**src/rtl/pwm_ctl_pkg.sv**
```systemverilog
package pwm_ctl_pkg;
  localparam int CTL_W = 8;

  typedef logic [CTL_W-1:0] ctl_word_t;

  typedef enum logic {
    MODE_PERIOD = 1'b0,
    MODE_COMPL  = 1'b1
  } steer_mode_e;

  typedef struct packed {
    ctl_word_t period;
    ctl_word_t high;
  } pwm_setting_t;
endpackage

```
**src/rtl/pwm_tick_gen.sv**
```systemverilog
module pwm_tick_gen #(
  parameter int DIV = 1
) (
  input  logic clk,
  input  logic rst_n,
  output logic tick
);
  localparam int W = (DIV > 1) ? $clog2(DIV) : 1;
  localparam logic [W-1:0] LAST = W'(DIV - 1);

  logic [W-1:0] div_cnt;

  always_ff @(posedge clk) begin
    if (!rst_n) begin
      div_cnt <= '0;
    end else if (div_cnt == LAST) begin
      div_cnt <= '0;
    end else begin
      div_cnt <= div_cnt + 1'b1;
    end
  end

  assign tick = (div_cnt == LAST);
endmodule

```
**src/rtl/pwm_sample_latch.sv**
```systemverilog
module pwm_sample_latch
  import pwm_ctl_pkg::*;
#(
  parameter ctl_word_t RESET_VAL = '1
) (
  input  logic      clk,
  input  logic      rst_n,
  input  logic      in_valid,
  input  ctl_word_t in_data,
  output logic      in_ready,
  output ctl_word_t pend
);
  logic rdy_q;

  always_ff @(posedge clk) begin
    if (!rst_n) begin
      rdy_q <= 1'b0;
    end else begin
      rdy_q <= 1'b1;
    end
  end

  always_ff @(posedge clk) begin
    if (!rst_n) begin
      pend <= RESET_VAL;
    end else if (in_valid && rdy_q) begin
      pend <= in_data;
    end
  end

  assign in_ready = rdy_q;
endmodule

```
**src/rtl/pwm_setting_sel.sv**
```systemverilog
module pwm_setting_sel
  import pwm_ctl_pkg::*;
#(
  parameter ctl_word_t FIXED_PERIOD = '1
) (
  input  ctl_word_t    pend,
  input  ctl_word_t    hi_cfg,
  input  logic         mode_sel,
  output pwm_setting_t nxt
);
  steer_mode_e mode;

  assign mode = steer_mode_e'(mode_sel);

  always_comb begin
    case (mode)
      MODE_COMPL: begin
        nxt.period = FIXED_PERIOD;
        nxt.high   = ~pend;
      end
      default: begin
        nxt.period = pend;
        nxt.high   = hi_cfg;
      end
    endcase
  end
endmodule

```
**src/rtl/pwm_cycle_core.sv**
```systemverilog
module pwm_cycle_core
  import pwm_ctl_pkg::*;
#(
  parameter ctl_word_t RESET_PERIOD = '1
) (
  input  logic         clk,
  input  logic         rst_n,
  input  logic         tick,
  input  pwm_setting_t nxt,
  output logic         pwm_out,
  output ctl_word_t    cnt,
  output ctl_word_t    act_period,
  output ctl_word_t    act_high
);
  logic at_end;

  assign at_end = (cnt == act_period);

  always_ff @(posedge clk) begin
    if (!rst_n) begin
      cnt        <= RESET_PERIOD;
      act_period <= RESET_PERIOD;
      act_high   <= '0;
    end else if (tick) begin
      if (at_end) begin
        cnt        <= '0;
        act_period <= nxt.period;
        act_high   <= nxt.high;
      end else begin
        cnt <= cnt + 1'b1;
      end
    end
  end

  always_comb begin
    if (act_high == '0) begin
      pwm_out = 1'b0;
    end else if (act_high >= act_period) begin
      pwm_out = 1'b1;
    end else begin
      pwm_out = (cnt < act_high);
    end
  end
endmodule

```
**src/rtl/pwm_period_mod.sv**
```systemverilog
module pwm_period_mod
  import pwm_ctl_pkg::*;
#(
  parameter int        TICK_DIV     = 1,
  parameter ctl_word_t FIXED_PERIOD = '1,
  parameter ctl_word_t RESET_PERIOD = '1
) (
  input  logic                   clk,
  input  logic                   rst_n,
  input  logic                   s_valid,
  output logic                   s_ready,
  input  logic [CTL_W-1:0]       s_data,
  input  logic [CTL_W-1:0]       hi_cfg,
  input  logic                   mode_sel,
  output logic                   pwm_out
);
  logic         tick;
  ctl_word_t    pend;
  pwm_setting_t nxt;
  ctl_word_t    cyc_cnt;
  ctl_word_t    act_period;
  ctl_word_t    act_high;

  pwm_tick_gen #(.DIV(TICK_DIV)) u_tick (
    .clk   (clk),
    .rst_n (rst_n),
    .tick  (tick)
  );

  pwm_sample_latch #(.RESET_VAL(RESET_PERIOD)) u_latch (
    .clk      (clk),
    .rst_n    (rst_n),
    .in_valid (s_valid),
    .in_data  (s_data),
    .in_ready (s_ready),
    .pend     (pend)
  );

  pwm_setting_sel #(.FIXED_PERIOD(FIXED_PERIOD)) u_sel (
    .pend     (pend),
    .hi_cfg   (hi_cfg),
    .mode_sel (mode_sel),
    .nxt      (nxt)
  );

  pwm_cycle_core #(.RESET_PERIOD(RESET_PERIOD)) u_core (
    .clk        (clk),
    .rst_n      (rst_n),
    .tick       (tick),
    .nxt        (nxt),
    .pwm_out    (pwm_out),
    .cnt        (cyc_cnt),
    .act_period (act_period),
    .act_high   (act_high)
  );
endmodule

```
**config.mk**
```make
export PLATFORM = sky130hd
export DESIGN_NAME = pwm_period_mod
export DESIGN_NICKNAME = d
export VERILOG_FILES = /design/src/rtl/pwm_ctl_pkg.sv /design/src/rtl/pwm_tick_gen.sv /design/src/rtl/pwm_sample_latch.sv /design/src/rtl/pwm_setting_sel.sv /design/src/rtl/pwm_cycle_core.sv /design/src/rtl/pwm_period_mod.sv
export SDC_FILE = /design/constraint.sdc
export NUM_CORES = 1
export LEC_CHECK = 0
export ABC_AREA = 1
export BUFFER_PORTS_ARGS = -buffer_cell sky130_fd_sc_hd__buf_2
export CORE_ASPECT_RATIO = 0.8
export CORE_MARGIN = 5
export CORE_UTILIZATION = 55
export DETAILED_ROUTE_END_ITERATION = 6
export PLACE_DENSITY = 0.79
export SLEW_MARGIN = 20
export SYNTH_ARGS = -nofsm -noshare
export SYNTH_HDL_FRONTEND = slang
export SYNTH_SLANG_ARGS = --single-unit
```
**constraint.sdc**
```tcl
create_clock -name clk -period 2.7 [get_ports clk]
set_input_delay 0.135 -clock clk [delete_from_list [all_inputs] [get_ports clk]]
set_output_delay 0.135 -clock clk [all_outputs]
set_load 0.005 [all_outputs]
```
* Yosys cells after proc, flatten, opt, wreduce, memory -nomap -nowiden
Cells that the tools add are included.
** Cells by class
- Add/subtract/negate cells :: 2
- $lt $le $gt $ge :: 2
- Eq/ne operators :: 1
- Multiplexer cells :: 5
- Bitwise logic cells :: 2
- Reduce and logical (&&, ||, !) cells :: 4
** Operators with widths (number)
- two-way mux 16 bit :: 1
- adder 8 x 1 -> 8 bit, second input constant :: 1
- equality test 8 bit :: 1
- greater-or-equal comparator 8 bit :: 1
- zero test 8 bit :: 1
- < comparator 8 bit :: 1
- two-way mux 8 bit :: 1
- NOT 8 bit :: 1
- AND reduction 2 bit :: 2
- two-way mux 1 bit :: 3
- adder 1 bit, second input constant :: 1
- logical AND 1 bit :: 1
- NOT 1 bit :: 1
** Storage, ports and cells
- Bits in registers :: 34
- Input port bits :: 20
- Output and inout port bits :: 2

* Logic depth before layout (Yosys ltp)
Gate-level depths: netlist of run 1.
- Depth in word-level cells :: 3
- Depth in mapped cells :: 11
- Gate-level depth less buffers :: 10

* Cells and area by module
Synthesis of run 1 repeated with hierarchy kept, for this count alone.
** Second synthesis, totals
- Cells, all modules :: 361
- Area, all modules :: 2253.4 µm²
** By module, submodules not included
- pwm_cycle_core :: times used 1, cells an instance 278, area each 1699.1 µm²
- pwm_sample_latch :: times used 1, cells an instance 37, area each 336.6 µm²
- pwm_setting_sel :: times used 1, cells an instance 43, area each 190.2 µm²
- pwm_tick_gen :: times used 1, cells an instance 3, area each 27.5 µm²

* Worst setup path after synthesis of run 1
OpenSTA, ideal clock, no wires.
- Path kind :: register to output
- Start :: register u_core.act_period[1]
- End :: output port pwm_out
- Data arrival time :: 1.189 ns
- Data required time :: 2.565 ns
- Path slack :: 1.376 ns
- Cell stages (with the launch flop) :: 11
- Buffers on the path :: 0
- Cell sequence :: dfxtp_1 > inv_1 > ha_1 > inv_1 > o21bai_1 > nand2_1 > nand2_1 > nand2_1 > nand2_1 > nor2_1 > a21oi_1
** On the way
- Word-level cells in the longest chain between the ends :: 3
** RTL lines
- start, declared :: line pwm_cycle_core.sv:12 : output ctl_word_t act_period,
- start signal, assigned :: line pwm_cycle_core.sv:27 : act_period <= nxt.period;
- greater-or-equal comparator 8 bit :: line pwm_cycle_core.sv:38 : end else if (act_high >= act_period) begin
- two-way mux 1 bit :: line pwm_cycle_core.sv:38
- two-way mux 1 bit :: line pwm_cycle_core.sv:36 : if (act_high == '0) begin
- end, declared :: line pwm_period_mod.sv:15 : output logic pwm_out
No other way between the ends.

* Final worst setup path of run 1
- Start :: register u_core.cnt[5]
- End :: output port pwm_out
** On the way
- Word-level cells in the longest chain between the ends :: 3
** RTL lines
- start, declared :: line pwm_cycle_core.sv:11 : output ctl_word_t cnt,
- start signal, assigned :: line pwm_cycle_core.sv:30 : cnt <= cnt + 1'b1;
- < comparator 8 bit :: line pwm_cycle_core.sv:41 : pwm_out = (cnt < act_high);
- two-way mux 1 bit :: line pwm_cycle_core.sv:38
- two-way mux 1 bit :: line pwm_cycle_core.sv:36
No other way between the ends.

==> results of run 1 <==
-- state kept, by name (all words and copies together) (netlist names) --
register           count
u_core.act_high        8
u_core.act_period      8
u_core.cnt             8
u_latch.pend           8
u_latch.in_ready       1
u_tick.div_cnt         1
-- cell usage in the layout (no fill, tap or decap), types with 3 or more instances in the layout --
cell type / Yosys / routed
nand2_1: 115 / 115
inv_1: 49 / 49
dfxtp_1: 34 / 34
nand3_1: 31 / 31
buf_2: 3 / 21
nor2_1: 19 / 19
ha_1: 16 / 16
o21ai_0: 11 / 11
inv_2: 8 / 8
o211ai_1: 8 / 8
nand2_2: 7 / 7
a21oi_1: 6 / 6
clkbuf_8: 0 / 6
nor3_1: 3 / 3
nand4_1: 3 / 3
xor2_1: 3 / 3
-- worst max-delay path, stage by stage (launching register included) --
cell and delay, ns:
dfxtp_1 0.45, ha_1 0.29, a21oi_1 0.13, nor2_1 0.05, nor3_1 0.18, nand2_1 0.09
a21oi_1 0.13, buf_2 0.12
-- layer usage --
layer	track usage, %	vias to the layer above	share of wire [%]
met3	4.50	8	2.9
met5	0	-	0
li1	-	1067	-
met1	24.5	907	48
met4	6.33	0	1.6
met2	32.2	27	47
-- where the power goes --
group	total, uW	switching [uW]	internal, uW
clock network	389	183	206
registers	809	147	662
logic	1370	862	505
-- logic make-up (layout without fill, tap and decap cells) --
logic type                 after synthesis  after routing  synth area share [%]
AOI/OAI and AO/OA                       27             27                  7.47
xor gates and xnor gates                 3              3                  1.23
adders and majority gates               16             16                  9.34
buffers and inverters                   70             89                  13.2
DFF                                     34             34                  31.8
other                                    1              1                 0.175
and+or+nand+nor                        183            183                  36.8
-- cell type report --
cell class	count	share of cell area, %
inverters	59	9.45
clock buffers	7	3.66
repair buffers	22	4.78
multi-input cells	230	50.1
well taps	55	2.92
flip-flops and latches	34	28.9
clock inverters	1	0.212
-- through the flow --
step	cells	setup slack, ns	hold slack, ns
2_1_floorplan	334	1.38	0.163
3_3_place_gp	400	1.17	0.348
3_5_place_dp	400	1.08	0.362
4_1_cts	408	0.844	0.0589
5_1_grt	408	0.664	0.0795
6_report	408	0.837	0.0642
-- final timing paths --
path,to,slack [ns],cells after the start,start
hold / removal,u_latch.pend[1],0.06,3,s_data[1]
setup reg to reg,u_core.cnt[5],1.07,9,u_tick.div_cnt
setup / recovery,pwm_out,0.84,7,u_core.cnt[5]
hold reg to reg,u_core.cnt[0],0.49,2,u_tick.div_cnt
==> results.json, run 1 <==
{
  "outcome": "completed",
  "setup.worst_path.start_class": "register",
  "antenna_found_initial": 0,
  "ys_ff_latch": 34,
  "cp-end-kind": "primary output",
  "drt_iter0_markers": 83,
  "hp-class": "input pin to register",
  "grt_use_total_pct": 19.2,
  "drc": 0,
  "worstSetupPathType": "register to primary output",
  "start_util_pct": 56.7,
  "gp_congestion": 0.849,
  "grt_max_degree": 34,
  "core.rowCount": 20,
  "final_area_um2": 2360,
  "place_area_um2": 2260,
  "wire_per_inst_um": 10.9,
  "ant_nets": 0,
  "n_fill_cell": 359,
  "utilization_pct": 62.4,
  "fin_tns_setup_ns": 0,
  "post-dp-hpwl_um": 3340,
  "crit_fanout": 6,
  "synth-edff-count": 0,
  "slew_violations": 0,
  "post_cts_buffers": 0,
  "synthTopCellsByArea": "dfxtp_1, nand2_1, ha_1",
  "htree_levels": 2,
  "synth_nets": 370,
  "clkSinkCount": 34,
  "max_slew_margin_pct": 61.1,
  "wirelength_um": 4450,
  "die_w_um": 79.8,
  "drtPass1Iterations": 4,
  "grt_pass1_vias": 1842,
  "cts_hold_buffers": 0,
  "seq_area_um2": 681,
  "fin_nets": 388,
  "rsz0062_at_grt": "no",
  "vias": 2009,
  "cts_resized": 0,
  "path_clk_slew_ns": 0.07,
  "clock-root-buffer": "clkbuf_8",
  "drive_gt1_share_pct": 13.9,
  "ys_seq_area_share_pct": 31.8,
  "async_flop_share_pct": 0,
  "synth_common_cells": "nand2_1, inv_1, dfxtp_1",
  "synth_flop_cell": "dfxtp_1",
  "avgSynthCellArea_um2": 6.42,
  "multi_input_area_um2": 1180,
  "setup_violations": 0,
  "synthCells": 334,
  "tritoncts": "yes",
  "insertedDiodeCount": 0,
  "worst_pin_slew_ns": 0.584,
  "via_per_inst": 4.92,
  "cts_buffers": 5,
  "crit_required_ns": 2.57,
  "io_pins": 22,
  "powerDensity_nw_per_um2": 1090,
  "synth_top_area_share_pct": 31.8,
  "hold_viol": 0,
  "grt-ovfl-total": 0,
  "synth.largest_area_cell": "dfxtp_1",
  "ir_worst_vdd_mv": 0.552,
  "p_leak_uw": 0.00136,
  "dieArea_um2": 5250,
  "synth_warnings": 0,
  "synth_most_common_cell": "nand2_1",
  "fmax_mhz": 537,
  "cap_violations": 0,
  "finalPower_uw": 2570,
  "synth_cell_types": 26,
  "die_h_um": 65.8,
  "grt_first_pass_wirelength_um": 7860,
  "mappedNetlistArea_um2": 2140,
  "skew_ns": 0.00272,
  "core_um2": 3780,
  "fin_crit_sh_pct": 69.0,
  "portBuffers": 21,
  "syn_to_final_growth_pct": 9.92,
  "fin_crit_ns": 1.86,
  "cp.arrival_ns": 1.73,
  "ctsLongestPathBuffers": 2,
  "clk_latency_ns": 0.29
}
(Power assumes the default switching activity.)
==> run 2, diff against run 1 <==
Clock period 2.7 ns to 1.9 ns, I/O delays scaled along.
==> run 2 against run 1 <==
  * Sequential share of layout area about the same
  * Register-to-register slack worse by 0.83 ns
  * Clock skew down 0.0012 ns
  * Critical path depth up 1
  * Via count down 1.0%
  * Sequential power up 45%
  * Cell count unchanged
  * Clock power up 45%
  * Setup slack worse by 0.70 ns
  * Global-route usage up 0.82 points
  * Largest cell class unchanged
==> results.json, run 2 (synthesis results as in run 1) <==
{
  "cp_num_cells": 8,
  "outcome": "completed",
  "preCtsSetupSlack_ns": 0.262,
  "fin_crit_sh_pct": 92.7,
  "path_clk_slew_ns": 0.07,
  "die_w_um": 79.8,
  "cp.arrival_ns": 1.67,
  "fin_ws_ns": 0.139,
  "crit_fanout": 3,
  "wire_per_inst_um": 11.4,
  "ir_worst_vdd_mv": 0.938,
  "post-dp-hpwl_um": 3570,
  "portBuffers": 21,
  "cp-end-kind": "primary output",
  "final_common_cell": "nand2_1",
  "finalPower_uw": 3690,
  "fin_nets": 388,
  "clkSinkCount": 34,
  "hold_ws_ns": 0.0182,
  "dieArea_um2": 5250,
  "cts_buffers": 5,
  "rr_worst_depth": 9,
  "post_cts_buffers": 0,
  "grt_first_pass_wirelength_um": 8100,
  "drive_gt1_share_pct": 15.3,
  "combPwrFrac_pct": 53.2,
  "cp_slowest_cell": "dfxtp_1",
  "hp-class": "input pin to register",
  "ctsLongestPathBuffers": 2,
  "crit_chain": "inv_1, ha_1, a21oi_2, nor2_1, nor3_1, nand2_1, a21oi_1, buf_2",
  "internal_power_uw": 1960,
  "vias": 1988,
  "cts_resized": 0,
  "ant_nets": 0,
  "io_pins": 22,
  "crit_required_ns": 1.80,
  "fmax_mhz": 568,
  "cap_violations": 0,
  "drt_iter0_markers": 113,
  "powerDensity_nw_per_um2": 1560,
  "skew_ns": 0.00153,
  "worst_pin_slew_ns": 0.580,
  "insertedDiodeCount": 0,
  "gp_congestion": 0.815,
  "setup.worst_path.start_class": "register",
  "pwr-share-clk_pct": 15.3,
  "cp_num_buf_inv": 2,
  "rsz0062_at_grt": "no",
  "core_um2": 3780,
  "p_switching_uw": 1730,
  "hold_viol": 0,
  "via_per_inst": 4.87,
  "n_fill_cell": 377,
  "drc": 0,
  "seq_area_um2": 684,
  "clk_latency_ns": 0.29,
  "p_leak_uw": 0.00136,
  "crit_family": "flip-flops",
  "cts_hold_buffers": 0,
  "worstSetupPathType": "register to primary output",
  "fin_crit_ns": 1.76,
  "grt-ovfl-total": 0,
  "mostFrequentLayoutCells": "nand2_1, inv_1, nand3_1, dfxtp_1, buf_2",
  "drtPass1Iterations": 4,
  "max_slew_margin_pct": 61.3,
  "tritoncts": "yes",
  "htree_levels": 2,
  "clock-root-buffer": "clkbuf_8",
  "syn_to_final_growth_pct": 10.4,
  "setup_violations": 0,
  "core.rowCount": 20,
  "wirelength_um": 4660,
  "grt_max_degree": 34,
  "grt_use_total_pct": 20.1,
  "swShare_pct": 46.9,
  "die_h_um": 65.8,
  "start_util_pct": 56.7,
  "antenna_found_initial": 0,
  "p_seq_share_pct": 31.6,
  "slew_violations": 0,
  "grt_pass1_vias": 1772,
  "multi_input_area_um2": 1190,
  "crit_path_max_incr_delay_ns": 0.33,
  "fin_tns_setup_ns": 0,
  "holdPathStages": 3
}
run 2: cell count changes in the layout (fill, tap and decap cells not counted):
| cell | previous run | this run |
|---|---|---|
| a21oi_2 | 0 | 2 |
| a21oi_1 | 6 | 4 |
| dfxtp_2 | 0 | 3 |
| dfxtp_1 | 34 | 31 |
run 2: power by group through the flow:
stage	Sequential [uW]	Clock [uW]	Combinational (uW)
floorplan	1110	0	1640
global placement	1170	0	1890
detailed placement	1180	0	1940
CTS	1160	568	1960
global route	1200	603	2300
finish	1170	564	1970
run 2: worst paths after layout:
path | slack (ns) | from | end
hold reg to reg | 0.48 | u_core.act_period[1] | u_core.act_period[1]
setup / recovery | 0.14 | u_core.act_high[5] | pwm_out
hold / removal | 0.02 | s_data[3] | u_latch.pend[3]
setup reg to reg | 0.24 | u_core.act_period[0] | u_core.act_high[4]
run 2: routing by layer:
metal	GRT usage [%]	wire length, um	up-vias
met5	0	0	-
met4	6.75	59	0
met3	4.50	187	7
met2	32.9	2160	26
met1	26.1	2250	886
li1	-	-	1069
run 2: worst reg2reg max path, stage by stage (launching register included):
cell and delay, ns:
dfxtp_1 0.45, inv_1 0.09, nand2_1 0.07, nand2_1 0.06, nor2_1 0.17, nand2_1 0.12
nor2_4 0.30, nand3_1 0.12, nand2_1 0.11, nor2_1 0.05
run 2: final cells by class:
| class | count | share of cell area, % |
|---|---|---|
| Inverter | 59 | 9.41 |
| Timing Repair Buffer | 22 | 4.76 |
| Clock buffer | 7 | 3.65 |
| Clock inverter | 1 | 0.211 |
| Multi-Input combinational cell | 230 | 50.2 |
| Sequential cell | 34 | 28.9 |
| Tap cell | 55 | 2.91 |
run 2: through the flow:
| step | area (um^2) | std cells | utilization [%] |
|---|---|---|---|
| 6_report | 2370 | 408 | 62.6 |
| 4_1_cts | 2360 | 408 | 62.4 |
| 3_5_place_dp | 2260 | 400 | 59.9 |
| 5_1_grt | 2370 | 408 | 62.6 |
| 3_3_place_gp | 2260 | 400 | 59.9 |
| 2_1_floorplan | 2140 | 334 | - |
==> run 3, diff against run 2 <==
Settings changed: CORE_UTILIZATION 55 to 45, PLACE_DENSITY 0.79 to 0.68.
==> run 3 against run 2 <==
  * Sequential share of layout area down 0.13 points
  * Sequential cell count unchanged
  * Worst hold slack better by 0.0054 ns
  * Wire length up 2.7%
  * Register-to-register slack about the same
  * Sequential power about the same
  * Maximum frequency down 0.20%
  * Core utilization down 11 points
  * Combinational power up 2%
  * Critical path type unchanged
==> results.json, run 3 (synthesis results as in run 1) <==
{
  "die_w_um": 87.2,
  "clock-root-buffer": "clkbuf_8",
  "ant_nets": 0,
  "max_slew_margin_pct": 59.7,
  "ir_worst_vdd_mv": 0.714,
  "hp-class": "input pin to register",
  "fin_nets": 388,
  "htree_levels": 2,
  "slew_violations": 0,
  "core.rowCount": 22,
  "via_per_inst": 4.85,
  "cap_violations": 0,
  "p_leak_uw": 0.00136,
  "finalPower_uw": 3720,
  "drt-met1-wl_um": 2330,
  "ctsLongestPathBuffers": 2,
  "tritoncts": "yes",
  "gp_congestion": 0.860,
  "grt_use_total_pct": 16.6,
  "endpoint": "pwm_out",
  "fin_crit_ns": 1.76,
  "mostFrequentLayoutCells": "nand2_1, inv_1, nand3_1, dfxtp_1, buf_2",
  "wire_per_inst_um": 11.6,
  "grt_pass1_vias": 1901,
  "crit_required_ns": 1.80,
  "path_clk_slew_ns": 0.07,
  "dr.max_layer_used": "met4",
  "utilization_pct": 52.0,
  "drtPass1Iterations": 4,
  "drive_gt1_share_pct": 15.9,
  "portBuffers": 21,
  "syn_to_final_growth_pct": 11.6,
  "wirelength_um": 4780,
  "cts_buffers": 5,
  "hold_viol": 0,
  "fmax_mhz": 567,
  "setup_violations": 0,
  "final_common_cell": "nand2_1",
  "grt-ovfl-total": 0,
  "routed-wl-met2_um": 2190,
  "core_um2": 4600,
  "fin_crit_sh_pct": 92.9,
  "r2r_setup_slack_ns": 0.24,
  "start_util_pct": 46.6,
  "timing.rr.end": "u_core.act_high[2]",
  "powerDensity_nw_per_um2": 1560,
  "clk_latency_ns": 0.28,
  "outcome": "completed",
  "cp-end-kind": "primary output",
  "vias": 2001,
  "worstSetupPathType": "register to primary output",
  "cp.arrival_ns": 1.67,
  "dieArea_um2": 6250,
  "fin_tns_setup_ns": 0,
  "dr_wl_met3_um": 185,
  "die_h_um": 71.7,
  "r2r-start": "u_core.cnt[4]",
  "skew_ns": 0.00589,
  "grt_first_pass_wirelength_um": 8290,
  "rr_worst_depth": 9,
  "drt_iter0_markers": 88,
  "crit_start": "u_core.act_period[5]",
  "insertedDiodeCount": 0,
  "setup.worst_path.start_class": "register",
  "post-dp-hpwl_um": 3610,
  "grt_max_degree": 34,
  "io_pins": 22,
  "crit_fanout": 3,
  "worst_pin_slew_ns": 0.605,
  "clkSinkCount": 34,
  "drc": 0,
  "antenna_found_initial": 0
}
run 3: cell count changes in the layout (fill, tap and decap cells not counted):
cell and delta:
nor3_1 -1, clkbuf_1 -1, nor3_2 +1, dfxtp_4 +1, a21oi_1 +2, a21oi_2 -2, dfxtp_1 -1, ha_4 +1
ha_1 -1, clkinvlp_4 +1
run 3: worst min-delay path by stage:
stage | start | end | slack (ns) | cells after the start
finish | s_data[2] | u_latch.pend[2] | 0.02 | 3
global route | s_data[1] | u_latch.pend[1] | 0.03 | 3
CTS | s_data[7] | u_latch.pend[7] | 0.02 | 3
detailed placement | s_data[1] | u_latch.pend[1] | 0.32 | 3
global placement | s_data[2] | u_latch.pend[2] | 0.31 | 3
floorplan | rst_n | u_latch.in_ready | 0.12 | 0
run 3: metrics by stage:
stage	setup slack (ns)	cell area (um^2)	hold WS, ns	std cells
floorplan	0.616	2140	0.123	334
global placement	0.263	2270	0.313	405
detailed placement	0.246	2270	0.318	405
CTS	0.0490	2370	0.0210	413
global route	-0.00152	2390	0.0335	413
finish	0.135	2390	0.0237	413
run 3: layout make-up:
class	instances	area (um^2)
multi-input cells	230	1200
clock inverters	2	12.5
well taps	60	75.1
repair buffers	22	113
fillers	489	2210
clock buffers	6	82.6
inverters	59	223
flip-flops and latches	34	688
run 3: metal layers:
layer	up-vias	track usage, %
li1	1071	-
met1	896	20.8
met2	24	28.4
met3	10	3.68
met4	0	4.77
met5	-	0
run 3: repair_timing:
item / in CTS / in global routing
setup endpoints to repair: 0 / 1
hold buffers: 0 / 0
resized for setup: 0 / 7
setup buffers: 0 / 0
run 3: worst max-delay path, stage by stage (launching register included):
cell,delay (ns)
dfxtp_1,0.36
inv_1,0.08
ha_1,0.31
a21oi_1,0.18
o21a_1,0.13
nand2_1,0.05
nor2_1,0.08
a21oi_1,0.06
buf_2,0.12
run 3: report_power, final:
group | internal, uW | switching [uW] | total (uW)
Sequential | 952 | 213 | 1170
Clock | 291 | 258 | 549
Combinational | 733 | 1280 | 2010
Total | 1980 | 1750 | 3720
